**src/rtl/gpio_irq_combiner.sv**
```systemverilog
module gpio_irq_combiner #(
  parameter int NUM_PORTS = 2,
  parameter int PORT_W    = 8,
  localparam int N        = NUM_PORTS * PORT_W
) (
  input  logic                 clk,
  input  logic                 rst_n,
  input  logic [N-1:0]         pin_in,
  input  logic [NUM_PORTS-1:0] port_pol,
  input  logic [N-1:0]         pin_en,
  input  logic                 global_en,
  input  logic                 irq_ack,
  output logic                 irq_req,
  output logic [N-1:0]         pin_sync
);

  logic [N-1:0] meta, stab, pol_x;
  logic         trig, trig_q, pend;

  for (genvar i = 0; i < N; i++) begin : g_pol
    assign pol_x[i] = port_pol[i / PORT_W];
  end

  always_ff @(posedge clk) begin
    if (!rst_n) begin
      meta <= '0;
      stab <= '0;
    end else begin
      meta <= pin_in;
      stab <= meta;
    end
  end

  assign trig = |((stab ~^ pol_x) & pin_en);

  always_ff @(posedge clk) begin
    if (!rst_n) begin
      trig_q <= 1'b0;
      pend   <= 1'b0;
    end else begin
      trig_q <= trig;
      if (trig && !trig_q) pend <= 1'b1;
      else if (irq_ack)    pend <= 1'b0;
    end
  end

  assign irq_req  = pend & global_en;
  assign pin_sync = stab;

endmodule

```
**config.mk**
```make
export PLATFORM = sky130hd
export DESIGN_NAME = gpio_irq_combiner
export DESIGN_NICKNAME = d
export VERILOG_FILES = /design/src/rtl/gpio_irq_combiner.sv
export SDC_FILE = /design/constraint.sdc
export NUM_CORES = 1
export LEC_CHECK = 0
export ABC_AREA = 0
export BUFFER_PORTS_ARGS = -buffer_cell sky130_fd_sc_hd__buf_2
export CORE_AREA = 3 3 76 49
export CTS_CLUSTER_SIZE = 30
export DETAILED_ROUTE_END_ITERATION = 12
export DIE_AREA = 0 0 79 52
export MAX_ROUTING_LAYER = met4
export PLACE_DENSITY = 0.68
export SETUP_SLACK_MARGIN = 0.3
export SLEW_MARGIN = 20
export SYNTH_ARGS = -nofsm -noshare
export SYNTH_HDL_FRONTEND = slang
export SYNTH_SLANG_ARGS = --single-unit
```
**constraint.sdc**
```tcl
create_clock -name clk -period 1.45 [get_ports clk]
set_clock_uncertainty 0.15 [all_clocks]
set_input_delay 0.29 -clock clk [delete_from_list [all_inputs] [get_ports clk]]
set_output_delay 0.29 -clock clk [all_outputs]
set_load 0.005 [all_outputs]
```
# After elaboration in Yosys (flattened, before gate mapping)
# Cells that the tools add are included.
dict set report word_totals {
  register_bits 34
}
dict set report op_classes {
  mux 2
  bitwise 3
  n_reduce_logical 4
}
# cell count
set ops {}
lappend ops {{$and 16x16->16} 1}
lappend ops {{$reduce_or 16->1} 1}
lappend ops {{$xnor 16x16->16} 1}
lappend ops {{$mux 1} 2}
lappend ops {{$reduce_bool 2->1} 1}
lappend ops {{$and 1x1->1} 1}
lappend ops {{$logic_and 1x1->1} 1}
lappend ops {{$logic_not 1->1} 1}

# Depth between registers and ports, before layout
dict set report depth {
  depth_word 5
  mapped_depth 6
}

# Worst setup path before layout
# Ideal clock, no wire load.
dict set report synth_timing {
  kind {flip-flop to flip-flop}
  startpoint {reg stab[8], in the netlist pin_sync[8]}
  endpoint {reg pend}
  setup_time_ps 125
  arrival_ps 1141
  required_ps 1175
  path_slack_ps 34
  stages_incl_launch_ff 6
  n_path_buf 0
  synth_period_minus_slack_ps 1416
  path_cell_list {dfxtp_1 inv_1 a221oi_1 o22ai_1 nor4_2 o21ai_1}
}
dict set report synth_via {
  elab_chain_len 5
  elab_cells_between_ends 6
  classes_between {1 x mux; 2 x bitwise; 3 x reduce/logical}
}
# item line_no
set synth_lines {}
lappend synth_lines {{start, declared} 17} ;# logic [N-1:0] meta, stab, pol_x;
lappend synth_lines {{start signal, assigned} 30} ;# stab <= meta;
lappend synth_lines {{$xnor 16x16->16 *} 34} ;# assign trig = |((stab ~^ pol_x) & pin_en);
lappend synth_lines {{$and 16x16->16 *} 34}
lappend synth_lines {{$reduce_or 16->1 *} 34}
lappend synth_lines {{$logic_and 1x1->1 *} 42} ;# if (trig && !trig_q) pend <= 1'b1;
lappend synth_lines {{$mux 1 or $reduce_bool 2->1 (tied branches)} n/a}
lappend synth_lines {{end signal, assigned} 39} ;# pend <= 1'b0;
lappend synth_lines {{end signal, assigned} 42}
lappend synth_lines {{end signal, assigned} 43} ;# else if (irq_ack) pend <= 1'b0;
lappend synth_lines {{end, declared} 18} ;# logic trig, trig_q, pend;
# Mark *: on every way between the ends. The rest lies on a longest branch, timed or not.
# A chain may end at the register's enable or synchronous reset.

# Final worst setup path
dict set report layout_timing {
  startpoint {reg stab[13], in the netlist pin_sync[13]}
  endpoint {reg pend}
}
# Same word-level chain as after synthesis.

==> summary.md <==
| Metric | Value |
|---|---|
| Die Y | 52 um |
| Std-Cell Rows | 16 |
| Post-DP HPWL | 2050 um |
| Synth Cell Area | 0.00121 mm2 |
| Fin area | 0.00170 mm2 |
| Iteration-0 DRC Markers | 28 |
| Port buffer count | 54 |
| Cell variety after synth | 18 |
| Clk slew on worst S/H paths | 0.06 ns |
| Fin. Hold Viols | 0 |
| Worst Max-Slew Pin Slew | 0.446 ns |
| GRT Util Overall | 14.8% |
| CTS Buffer Depth | 2 |
| Req. time, crit path | 1.47 ns |
| Core area | 0.00316 mm2 |
| Post-CTS setup buffer count | 0 |
| Reg area | 703 um2 |
| RSZ-0062 raised after global routing | yes |
| Vias in the first global route | 981 |
| Wire per inst | 12.7 um |
| Crit path kind | reg -> reg |
| Vias | 962 |
| Drc violations | 0 |
| Remaining Overflow, GRT | 0 |
| Non-Filler Instances | 215 |
| Vias per inst | 4.47 |
| Final setup violating endpoints | 2 |
| Multi-input gate area | 509 um2 |
| I/O Pins | 55 |
| Cell Pwr Density | 1110 mW/mm2 |
| Status | complete, but fails checks |
| Largest cells by area after synthesis | dfxtp_1 56%, and2_1 17%, a221oi_1 5.8%, a221oi_2 5.0%, inv_1 3.7% |
| Fmax | 676 MHz |
| P&R area growth vs syn | 40.6% |
| Initial Util | 38.3% |
| Ys Warns | 0 |
| Pwr Total | 1900 uW |
| Antenna diode count | 0 |
| #FFs+latches synth | 34 |
| Post-route core utilization | 53.8% |
| DIE WIDTH | 79 um |
| Nets | 207 |
| CTS Sinks | 34 |
| Post-Route WL | 2730 um |
| Initial antenna violation count | 0 |
| Max-cap violations | 0 |
| CP arrival | 1.50 ns |
| Routed Antenna Nets | 0 |
| Final WS setup | -0.0303 ns |
| First-pass GRT wire length | 4320 um |
| Hold WC Path Type | in -> reg |
| Synth Net Count | 151 |
| CTS Buf Count | 5 |
| Layout cell share with drive strength beyond 1 | 54.1% |
| Fillers | 298 |
| Largest net degree at the start of global routing | 36 |
| Placer Congestion | 0.803 |
| Worst VDD drop | 0.506 mV |
| Hold WS | 0.0611 ns |
| Period utilization | 102% |
| Register area share after synthesis | 56.3% |
| Die area | 0.00411 mm2 |
| H-tree depth | 2 |
| Max Transition Viols Final | 0 |
| Yosys top cell area share | 56.3% |
| Placed insts | 207 |
| Crit Path Max Fanout | 3 |
| Hold_buf cts | 0 |
| Synth area leader | dfxtp_1 |
| Pre-antenna DRT Iters | 4 |
| Placed instance area | 0.00151 mm2 |
| Syn Inst Count | 113 |
| Failing checks | setup timing |
| Worst rel slew slack | 70.3% |
| CP Launch Type | flop |
| Crit end category | flop |
| Pleak | 0.000775 uW |
| Final Critical Period | 1.48 ns |
| Clk_lat worst skew | 0.28 ns |
| CTS tree | yes |
| Clock Root Buffer | clkbuf_8 |
| Syn avg cell area | 10.7 um2 |
-- worst paths after layout --
kind,slack (ns),start,cells past startpoint,endpoint
setup reg to reg,-0.03,pin_sync[13],5,pend
hold reg to reg,0.28,meta[2],1,pin_sync[2]
hold / removal,0.06,pin_in[12],2,meta[12]
setup / recovery,-0.03,pin_sync[13],5,pend
-- layout make-up --
class / instances / share of cell area, %
Clock buffer: 7 / 5.07
Clock inverter: 1 / 0.294
Inverter: 14 / 3.09
Multi-Input combinational cell: 60 / 29.9
Sequential cell: 34 / 41.3
Tap cell: 45 / 3.31
Timing Repair Buffer: 54 / 17.0
-- timing repair --
action / 4_1_cts / 5_1_grt
gates resized for setup: 21 / 10
setup endpoints to repair: 19 / 19
pin swaps: 2 / 4
endpoints found under the hold margin: 0 / 0
-- critical path: stages (launching register included) --
cell and delay, ns:
dfxtp_2 0.37, inv_2 0.06, a221oi_4 0.27, o22ai_2 0.13
nor4_4 0.31, o21ai_1 0.09
-- cells by family after synthesis --
| group | Yosys count | share of synthesized area, % |
|---|---|---|
| xor+xnor | 4 | 2.90 |
| buf+inv | 19 | 6.83 |
| flops | 34 | 56.3 |
| simple gates | 38 | 20.1 |
| compound gates | 18 | 14.0 |
-- power by group --
| group | switching, uW | internal (uW) | total, uW |
|---|---|---|---|
| clock | 306 | 382 | 688 |
| sequential | 22.7 | 982 | 1000 |
| combinational | 93.2 | 109 | 203 |
-- cell usage in the layout (no fill, tap or decap) --
cell type / count
a221oi_1: 4
a221oi_2: 6
a221oi_4: 2
a22oi_1: 2
and2_1: 33
buf_2: 51
buf_6: 3
clkbuf_1: 1
clkbuf_8: 6
clkinv_2: 1
dfxtp_1: 18
dfxtp_2: 15
dfxtp_4: 1
inv_1: 9
inv_2: 5
nand2_1: 1
nand2b_1: 1
nand3b_1: 1
nor2b_1: 1
nor4_4: 1
o21ai_1: 1
o22ai_1: 2
o22ai_2: 1
xnor2_1: 4
-- cells in the mapped netlist --
library cell and number:
o21ai_1 1, dfxtp_1 34, buf_6 1, clkbuf_1 3, buf_4 1, nand2_1 1, a221oi_1 8, and2_1 33
nand2b_1 1, inv_2 2, nand3b_1 1, a221oi_2 4, inv_1 12, nor2b_1 1, a22oi_1 2, xnor2_1 4
nor4_2 1, o22ai_1 3
-- state kept, by name, indices dropped and copies added (netlist names) --
register and cells:
pend 1, meta 16, trig_q 1, pin_sync 16
-- stage by stage --
stage	setup slack (ns)	TNS, ns
2_1_floorplan	0.0722	0
3_3_place_gp	-0.0761	-0.142
3_5_place_dp	-0.115	-0.218
4_1_cts	-0.0164	-0.0212
5_1_grt	-0.106	-0.210
6_report	-0.0303	-0.0481
-- metal layers --
| layer | up-vias | share of wire (%) | GRT usage, % |
|---|---|---|---|
| li1 | 487 | - | - |
| met1 | 426 | 46 | 17.4 |
| met2 | 43 | 41 | 21.1 |
| met3 | 6 | 11 | 7.61 |
| met4 | 0 | 2.2 | 6.86 |
| met5 | - | 0 | - |
Note: power is estimated with default switching activity, not from simulation.
